## src/rtl/irqw_pkg.sv

```systemverilog
package irqw_pkg;

   localparam int ENT_W       = 64;
   localparam int HALF_W      = 32;
   localparam int B_VEC_LO    = 0;
   localparam int B_LEVEL     = 15;
   localparam int B_REMOTE    = 14;
   localparam int B_MASK      = 16;
   localparam int B_DEST_LO   = 56;

   localparam logic [7:0] OFF_SELECT = 8'h00;
   localparam logic [7:0] OFF_WINDOW = 8'h10;
   localparam logic [7:0] SEL_ID     = 8'h00;
   localparam logic [7:0] SEL_VER    = 8'h01;
   localparam logic [7:0] SEL_ARB    = 8'h02;
   localparam logic [7:0] SEL_TABLE  = 8'h10;

   typedef enum logic [2:0] {
      RK_ID,
      RK_VER,
      RK_ARB,
      RK_ENTRY,
      RK_BAD
   } reg_kind_e;

   localparam logic [ENT_W-1:0] ENT_RESET = 64'h1 << B_MASK;

endpackage

```

## src/rtl/irqw_decode.sv

```systemverilog
module irqw_decode
   import irqw_pkg::*;
#(
   parameter int ADDR_W   = 12,
   parameter int NUM_PINS = 24,
   parameter int IDX_W    = 5
) (
   input  logic [ADDR_W-1:0] bus_addr,
   input  logic              bus_we,
   input  logic [7:0]        sel,
   output logic              sel_hit,
   output logic              win_hit,
   output reg_kind_e         kind,
   output logic [IDX_W-1:0]  ent_idx,
   output logic              ent_hi,
   output logic              sel_we,
   output logic              id_we,
   output logic              ent_we
);

   logic [7:0] off;
   logic [7:0] rel;
   logic [6:0] raw_idx;
   logic       in_table;

   assign off      = bus_addr[7:0];
   assign sel_hit  = (off == OFF_SELECT);
   assign win_hit  = (off == OFF_WINDOW);
   assign rel      = sel - SEL_TABLE;
   assign raw_idx  = rel[7:1];
   assign in_table = (sel >= SEL_TABLE) && (int'(raw_idx) < NUM_PINS);
   assign ent_hi   = sel[0];
   assign ent_idx  = in_table ? raw_idx[IDX_W-1:0] : '0;

   always_comb begin
      unique case (sel)
         SEL_ID:  kind = RK_ID;
         SEL_VER: kind = RK_VER;
         SEL_ARB: kind = RK_ARB;
         default: kind = in_table ? RK_ENTRY : RK_BAD;
      endcase
   end

   assign sel_we = bus_we && sel_hit;
   assign id_we  = bus_we && win_hit && (kind == RK_ID);
   assign ent_we = bus_we && win_hit && (kind == RK_ENTRY);

endmodule

```

## src/rtl/irqw_entry.sv

```systemverilog
module irqw_entry
   import irqw_pkg::*;
(
   input  logic              clk,
   input  logic              rst_n,
   input  logic              we_lo,
   input  logic              we_hi,
   input  logic [HALF_W-1:0] wdata,
   input  logic              set_remote,
   output logic [ENT_W-1:0]  q
);

   always_ff @(posedge clk) begin
      if (!rst_n) begin
         q <= ENT_RESET;
      end else begin
         if (we_hi) begin
            q[ENT_W-1:HALF_W] <= wdata;
         end
         if (we_lo) begin
            q[HALF_W-1:0] <= wdata & ~(32'h1 << B_REMOTE);
         end else if (set_remote) begin
            q[B_REMOTE] <= 1'b1;
         end
      end
   end

endmodule

```

## src/rtl/irqw_rdmux.sv

```systemverilog
module irqw_rdmux
   import irqw_pkg::*;
#(
   parameter int         NUM_PINS = 24,
   parameter int         IDX_W    = 5,
   parameter logic [7:0] VERSION  = 8'h11
) (
   input  reg_kind_e                      kind,
   input  logic [IDX_W-1:0]               ent_idx,
   input  logic                           ent_hi,
   input  logic [3:0]                     id,
   input  logic [NUM_PINS-1:0][ENT_W-1:0] ents,
   output logic [HALF_W-1:0]              win_rdata
);

   localparam logic [7:0] MAX_PIN = 8'(NUM_PINS - 1);

   logic [ENT_W-1:0] picked;

   assign picked = ents[ent_idx];

   always_comb begin
      unique case (kind)
         RK_ID, RK_ARB: win_rdata = {4'h0, id, 24'h0};
         RK_VER:        win_rdata = {8'h00, MAX_PIN, 8'h00, VERSION};
         RK_ENTRY:      win_rdata = ent_hi ? picked[ENT_W-1:HALF_W] : picked[HALF_W-1:0];
         default:       win_rdata = '1;
      endcase
   end

endmodule

```

## src/rtl/irq_window_ctrl.sv

```systemverilog
module irq_window_ctrl
   import irqw_pkg::*;
#(
   parameter int         ADDR_W   = 12,
   parameter int         NUM_PINS = 24,
   parameter logic [7:0] VERSION  = 8'h11,
   localparam int        IDX_W    = (NUM_PINS > 1) ? $clog2(NUM_PINS) : 1
) (
   input  logic                  clk,
   input  logic                  rst_n,
   input  logic [ADDR_W-1:0]     bus_addr,
   input  logic                  bus_we,
   input  logic [31:0]           bus_wdata,
   output logic [31:0]           bus_rdata,
   input  logic [NUM_PINS-1:0]   set_remote,
   output logic [8*NUM_PINS-1:0] ent_vector,
   output logic [8*NUM_PINS-1:0] ent_dest,
   output logic [NUM_PINS-1:0]   ent_level,
   output logic [NUM_PINS-1:0]   ent_mask,
   output logic [NUM_PINS-1:0]   ent_remote,
   output logic [NUM_PINS-1:0]   lo_wr_strobe,
   output logic                  chg_valid,
   output logic [IDX_W-1:0]      chg_index
);

   if (ADDR_W < 8) begin : g_bad_addr
      $error("ADDR_W must cover the 8 decoded offset bits");
   end
   if (NUM_PINS < 1 || NUM_PINS > 120) begin : g_bad_pins
      $error("NUM_PINS must lie in 1..120 to fit the select byte");
   end

   logic [7:0]                     sel_q;
   logic [3:0]                     id_q;
   logic                           sel_hit, win_hit, sel_we, id_we, ent_we, ent_hi;
   reg_kind_e                      kind;
   logic [IDX_W-1:0]               ent_idx;
   logic [NUM_PINS-1:0][ENT_W-1:0] ents;
   logic [HALF_W-1:0]              win_rdata;

   irqw_decode #(
      .ADDR_W  (ADDR_W),
      .NUM_PINS(NUM_PINS),
      .IDX_W   (IDX_W)
   ) u_dec (
      .bus_addr(bus_addr),
      .bus_we  (bus_we),
      .sel     (sel_q),
      .sel_hit (sel_hit),
      .win_hit (win_hit),
      .kind    (kind),
      .ent_idx (ent_idx),
      .ent_hi  (ent_hi),
      .sel_we  (sel_we),
      .id_we   (id_we),
      .ent_we  (ent_we)
   );

   always_ff @(posedge clk) begin
      if (!rst_n) begin
         sel_q <= '0;
         id_q  <= '0;
      end else begin
         if (sel_we) sel_q <= bus_wdata[7:0];
         if (id_we)  id_q  <= bus_wdata[27:24];
      end
   end

   for (genvar i = 0; i < NUM_PINS; i++) begin : g_pin
      logic hit;
      assign hit = ent_we && (int'(ent_idx) == i);

      irqw_entry u_ent (
         .clk       (clk),
         .rst_n     (rst_n),
         .we_lo     (hit && !ent_hi),
         .we_hi     (hit && ent_hi),
         .wdata     (bus_wdata),
         .set_remote(set_remote[i]),
         .q         (ents[i])
      );

      assign ent_vector[8*i +: 8] = ents[i][B_VEC_LO +: 8];
      assign ent_dest[8*i +: 8]   = ents[i][B_DEST_LO +: 8];
      assign ent_level[i]         = ents[i][B_LEVEL];
      assign ent_mask[i]          = ents[i][B_MASK];
      assign ent_remote[i]        = ents[i][B_REMOTE];

      always_ff @(posedge clk) begin
         if (!rst_n) lo_wr_strobe[i] <= 1'b0;
         else        lo_wr_strobe[i] <= hit && !ent_hi;
      end
   end

   always_ff @(posedge clk) begin
      if (!rst_n) begin
         chg_valid <= 1'b0;
         chg_index <= '0;
      end else begin
         chg_valid <= ent_we;
         if (ent_we) chg_index <= ent_idx;
      end
   end

   irqw_rdmux #(
      .NUM_PINS(NUM_PINS),
      .IDX_W   (IDX_W),
      .VERSION (VERSION)
   ) u_rd (
      .kind     (kind),
      .ent_idx  (ent_idx),
      .ent_hi   (ent_hi),
      .id       (id_q),
      .ents     (ents),
      .win_rdata(win_rdata)
   );

   always_comb begin
      if (sel_hit)      bus_rdata = {24'h0, sel_q};
      else if (win_hit) bus_rdata = win_rdata;
      else              bus_rdata = '0;
   end

endmodule

```

## config.mk

```make
export PLATFORM = sky130hd
export DESIGN_NAME = irq_window_ctrl
export DESIGN_NICKNAME = d
export VERILOG_FILES = /design/src/rtl/irqw_pkg.sv /design/src/rtl/irqw_decode.sv /design/src/rtl/irqw_entry.sv /design/src/rtl/irqw_rdmux.sv /design/src/rtl/irq_window_ctrl.sv
export SDC_FILE = /design/constraint.sdc
export NUM_CORES = 2
export LEC_CHECK = 0
export BUFFER_PORTS_ARGS = -buffer_cell sky130_fd_sc_hd__buf_2
export CORE_MARGIN = 10
export CORE_UTILIZATION = 60
export CTS_CLUSTER_SIZE = 20
export DETAILED_ROUTE_END_ITERATION = 10
export HOLD_SLACK_MARGIN = 0.12
export PLACE_DENSITY_LB_ADDON = 0.08
export SYNTH_ARGS = -nofsm -noshare
export SYNTH_HDL_FRONTEND = slang
export SYNTH_SLANG_ARGS = --single-unit
```

## constraint.sdc

```tcl
create_clock -name clk -period 4.07 [get_ports clk]
set_input_delay 0.2035 -clock clk [delete_from_list [all_inputs] [get_ports clk]]
set_output_delay 0.2035 -clock clk [all_outputs]
set_load 0.01 [all_outputs]
```

=== After elaboration in Yosys (flattened, before gate mapping) ===
Index checks and enable logic that the tools add are counted.

* ROM bits: 0
* Register bits: 1,578
* Latch bits: 0
* Memories: 0
* RAM bits: 0

* Add/subtract/negate cells: 1
* Multipliers: 0
* Equality and inequality tests: 29
* $lt $le $gt $ge: 3
* Shift operators: 0
* Bitwise gates (word level): 1
* Div/mod/pow operators: 0
* Multiplexer cells: 9
* Reduce and logical (&&, ||, !) cells: 107

{| class="wikitable"
|+ Operators by type and width
! cell !! number
|-
| binary-select mux 64 bit (select 5 bit) || 1
|-
| two-way mux 32 bit || 3
|-
| case mux 32 bit (3 select lines) || 1
|-
| equality test 5 bit (second input constant) || 16
|-
| logical AND 1 bit || 77
|-
| two-way mux 64 bit || 1
|-
| OR reduction 2 bit || 25
|-
| equality test 5 x 4 -> 1 bit (second input constant) || 4
|-
| logical NOT 8 bit || 2
|-
| equality test 5 x 3 -> 1 bit (second input constant) || 2
|-
| case mux 3 bit (3 select lines) || 1
|-
| equality test 8 x 1 -> 1 bit (second input constant) || 1
|-
| equality test 8 x 2 -> 1 bit (second input constant) || 1
|-
| equality test 8 x 5 -> 1 bit (second input constant) || 1
|-
| greater-or-equal comparator 8 x 5 -> 1 bit (second input constant) || 1
|-
| subtractor 8 x 5 -> 8 bit (second input constant) || 1
|-
| < comparator 7 x 5 -> 1 bit (second input constant) || 1
|-
| equality test 3 x 2 -> 1 bit (second input constant) || 2
|-
| < comparator 5 x 6 -> 1 bit (second input constant) || 1
|-
| equality test 5 x 2 -> 1 bit (second input constant) || 1
|-
| logical NOT 5 bit || 1
|-
| two-way mux 5 bit || 1
|-
| equality test 3 x 1 -> 1 bit (second input constant) || 1
|-
| logical NOT 3 bit || 1
|-
| 3 further kinds || 3
|}

=== Logic depth before layout (Yosys ltp) ===
* Word-level depth: 10
* Gate-level depth with buffers: 17

=== By module ===
Synthesis repeated with hierarchy kept, for this count alone.

* Cells, all modules: 6,242
* Area total of the unflattened synthesis: 74,182.4 um2

{| class="wikitable"
|+ By module, submodules not included
! module !! cells an instance !! area each (um2) !! instances
|-
| irqw_entry || 207 || 2,487.4 || 24
|-
| irqw_rdmux || 1,012 || 12,369.4 || 1
|-
| irq_window_ctrl || 228 || 1,909.3 || 1
|-
| irqw_decode || 34 || 206.4 || 1
|}

=== Worst setup path before layout ===
OpenSTA, ideal clock, no wires.

* Path kind: reg-to-output
* Start point: reg sel_q[4]
* End point: out bus_rdata[21]
* Required time: 3.867 ns
* Data arrival time: 3.409 ns
* Buffers on the path: 7
* Stages on the path, launching flop included: 17
* Path slack: 0.458 ns
* Cells stage by stage: dfxtp_1 > buf_2 > clkbuf_1 > inv_1 > ha_1 > or4_1 > clkbuf_1 > nor4_1 > a21o_1 > buf_2 > buf_2 > buf_4 > buf_2 > o22ai_1 > o21ai_0 > nand3_1 > a221oi_1

* Word-level cells in the longest chain between the ends: 10

{| class="wikitable"
|+ Ends and longest elaborated chain
! what !! RTL line !! RTL
|-
| start: declaration || irq_window_ctrl.sv:33 || <nowiki>logic [7:0] sel_q;</nowiki>
|-
| start signal: assignment || irq_window_ctrl.sv:64 || <nowiki>if (sel_we) sel_q <= bus_wdata[7:0];</nowiki>
|-
| subtractor 8 x 5 -> 8 bit || irqw_decode.sv:29 || <nowiki>assign rel = sel - SEL_TABLE;</nowiki>
|-
| < comparator 7 x 5 -> 1 bit || irqw_decode.sv:31 || <nowiki>assign in_table = (sel >= SEL_TABLE) && (int'(raw_idx) < NUM_PINS);</nowiki>
|-
| logical AND 1 bit || irqw_decode.sv:31 ||
|-
| two-way mux 5 bit or two-way mux 3 bit (tied branches) || irqw_decode.sv:33, irqw_decode.sv:40 ||
|-
| binary-select mux 64 bit (select 5 bit) or case mux 3 bit (3 select lines) (tied branches) || irqw_rdmux.sv:20, irqw_decode.sv:36 ||
|-
| two-way mux 64 bit (not written as such), or another cell as far along || irqw_rdmux.sv:20 || <nowiki>assign picked = ents[ent_idx];</nowiki>
|-
| two-way mux 32 bit or OR reduction 2 bit (tied branches) || irqw_rdmux.sv:26, irqw_rdmux.sv:23 ||
|-
| case mux 32 bit (3 select lines) (*) || irqw_rdmux.sv:23 || <nowiki>unique case (kind)</nowiki>
|-
| two-way mux 32 bit (*) || irq_window_ctrl.sv:120 || <nowiki>else if (win_hit) bus_rdata = win_rdata;</nowiki>
|-
| two-way mux 32 bit (*) || irq_window_ctrl.sv:119 || <nowiki>if (sel_hit) bus_rdata = {24'h0, sel_q};</nowiki>
|-
| end: declaration || irq_window_ctrl.sv:14 || <nowiki>output logic [31:0] bus_rdata,</nowiki>
|}

Mark *: on every way between the ends. The rest lies on a longest branch, timed or not. The select of a mux whose other input is x is not followed.

=== Worst setup path in the final report ===
* Start point: reg sel_q[1]
* End point: out bus_rdata[17]

Same word-level chain as after synthesis.

==> results.md <==
- Outcome: finished, violations left
- Failing checks: DRC, setup timing
- Worst Setup Start Kind: flop
- YS warnings: 0
- Vias in the first global route: 61300
- Register area share after synthesis: 0.464
- Prevailing post-synth register cell: dfxtp_1
- R2r worst-path depth: 15
- H-tree depth: 4
- Max Cap Violations: 0
- Post-DP Area: 71800 µm²
- Via-per-instance ratio: 6.89
- Rows: 123
- Post-DP HPWL: 182 mm
- Hold Path Stages: 3
- Crit path arrival time: 4.37 ns
- Terminus of the critical flop-to-flop path: g_pin[9].u_ent.q[14]
- Placer Congestion: 0.958
- Final hold viol count: 0
- Synthesized area: 68100 µm²
- Peak Freq: 0.219 GHz
- Clock sinks: 1578
- DIE WIDTH: 357 µm
- Longest Clk Path Bufs: 3
- Sequential power share: 0.496
- Root Driver: clkbuf_16
- Fin cells: 9498
- Worst-path clk slew: 0.07 ns
- Worst r2r src: sel_q[4]
- Area grow syn2layout: 20.3%
- Fin Clk Skew: 0.0403 ns
- Area contributors post-synth: dfxtp_1 46%, a22o_1 9.3%, nand2_1 8.9%
- Total CTS buffers: 161
- Total Routing Usage GR: 0.442
- Worst-margin pin slew: 1.25 ns
- Setup WS post-layout: -0.505 ns
- 1st-iter DRT viols: 10800
- Drt drc: 1
- Synth cell types: 74
- Max_slew headroom: 0.163
- Fraction of final layout cells sized beyond drive strength 1: 0.230
- IO Pins: 589
- CP endpoint kind: output pin
- Largest net degree at the start of global routing: 294
- # placed instances: 8974
- Lkg Pwr: 0.0306 µW
- Die area: 127000 µm²
- Initial core utilization: 0.605
- Crit Path Max Fanout: 64
- Sw Pwr: 7150 µW
- Synth area leader: dfxtp_1
- Wire length per cell: 31.7 µm
- Post-route cell area: 82000 µm²
- Power Density: 381 nW/µm²
- IO buf count: 584
- Pre-antenna DRT Iters: 10
- Peak VDD IR: 0.346 mV
- Clock share of power: 0.471
- Final min period: 4.57 ns
- First-pass GRT wire length: 424 mm
- CTS tree: done
- Initial antenna violation count: 16
- WS Path Type: flop to output pin
- Final setup vio count: 33
- Cell with the most instances after synthesis: nand2_1
- EDFF count, synth: 0
- Antenna Nets Post-Route: 0
- Worst hold start: set_remote[3]
- Max-slew violation count: 0
- Via Count: 65500
- Flop2flop setup slack: 0 ns
- Most common library cells after synthesis: 1611 x nand2_1, 1578 x dfxtp_1, 720 x a22o_1
- DIE HEIGHT: 357 µm
- CP required: 3.87 ns
- Worst skew pair latency: 0.79 ns
- Power Total: 31200 µW
- Unrepaired setup endpoints after global routing: true
- Switching Share: 0.229
- Syn Nets: 7781
- Number of synthesized register bits: 1578
- Fin util: 0.728
- Combinational Power Share: 0.033
- NumNets Final: 7948
- Final Cycle Share: 1.12
- Hold WS: 0.148 ns
- Grt ovf: 0
- Core Area: 113000 µm²
- Int Power: 24000 µW
- Mean Syn Cell Area: 8.84 µm²
- Routed wire length: 301 mm
- HP Class: input port to flop
- Hold endpoint: g_pin[3].u_ent.q[14]
- Mapped Cells: 7708
- Async SR Flop Fraction: 0
- Area share of the largest cell type after synthesis: 0.464
-- area by class of cell --
| class | count | area, µm² |
|---|---|---|
| repair buffers | 1251 | 11200 |
| multi-input cells | 4849 | 32000 |
| inverters | 34 | 131 |
| diodes | 5 | 12.5 |
| clock inverters | 44 | 452 |
| well taps | 1500 | 1880 |
| fillers | 8380 | 30700 |
| flip-flops and latches | 1578 | 31600 |
| clock buffers | 237 | 4700 |
-- layer usage --
layer / GRT usage / vias up / wire (µm)
li1: - / 27200 / -
met1: 0.545 / 31200 / 105000
met2: 0.646 / 5574 / 125000
met3: 0.146 / 1478 / 45500
met4: 0.313 / 16 / 25100
met5: 0 / - / 117
-- sequential cells by signal, summed over array words and instances, names as in the netlist --
signal,flops
g_pin.u_ent.q,1536
lo_wr_strobe,24
sel_q,8
chg_index,5
id_q,4
chg_valid,1
-- worst max-delay path: stages, from the launching register on --
cell and delay, ns:
dfxtp_4 0.43, buf_12 0.39, clkinv_1 0.21, buf_4 0.31, nor2_1 0.61, a221oi_1 0.21, o21ai_0 0.38, o211ai_1 0.43
a41oi_2 0.41, buf_2 0.19
-- timing repair --
action                                 in CTS  in global routing
pin swaps                                  92                134
setup buffers                              80                 81
hold buffers                               54                  0
resized for setup                         351                255
setup endpoints to repair                  32                 32
cloned                                     21                 15
endpoints found under the hold margin     363                  0
-- cell families (layout without fill, tap and decap cells) --
group | count (synthesis) | in the layout | share of synthesized area
muxes | 161 | 161 | 0.0305
and+or+nand+nor | 1983 | 1983 | 0.116
DFF | 1578 | 1578 | 0.464
buffers and inverters | 1281 | 1566 | 0.0998
AOI/OAI and AO/OA | 2703 | 2703 | 0.290
other | 0 | 5 | 0
adders and majority gates | 2 | 2 | 0.000367
-- power groups by stage --
| stage | Combinational, µW | Sequential (µW) | Clock [µW] |
|---|---|---|---|
| floorplan | 523 | 15800 | 0 |
| global placement | 905 | 15800 | 0 |
| detailed placement | 906 | 15800 | 0 |
| CTS | 951 | 15500 | 14600 |
| global route | 1010 | 15500 | 15300 |
| finish | 1020 | 15500 | 14700 |
-- cell usage in the layout (no fill, tap or decap), types with 34 or more instances in the layout --
master         synthesis  final
mux2i_1              104    104
nor2_1               183    135
nor2_4                 3     37
o22ai_2                1     49
a21boi_0             647    647
o22ai_1              439    379
dlygate4sd3_1          0     54
o221ai_1              64     47
a22o_1               720    720
clkbuf_1             567     40
buf_6                  0     70
clkbuf_16              0    176
clkbuf_8               0     35
nand3_1               51     34
nand2_1             1611   1607
a21boi_1             156    132
o21ai_1                0    104
mux4_2                35     35
dfxtp_1             1578   1572
buf_2                180    564
a21oi_1              140    121
buf_4                470    355
buf_12                 0    145
o21ai_0              291    150
-- worst max-delay path by stage --
stage	startpoint	to	slack (ns)	cells after the start
2_1_floorplan	sel_q[4]	bus_rdata[21]	0.46	16
3_3_place_gp	sel_q[4]	bus_rdata[6]	-0.46	13
3_5_place_dp	sel_q[4]	bus_rdata[14]	-0.52	14
4_1_cts	sel_q[4]	bus_rdata[14]	-0.34	13
5_1_grt	sel_q[4]	bus_rdata[14]	-0.45	16
6_report	sel_q[1]	bus_rdata[17]	-0.50	9
-- through the flow --
stage,TNS [ns],worst slack (ns)
after global routing,-9.73,-0.451
final,-8.90,-0.505
after detailed placement,-1.34,-0.516
after global placement,-1.18,-0.458
after floorplan,0,0.458
after CTS,-4.84,-0.336
Note: power is estimated with default switching activity, not from simulation.
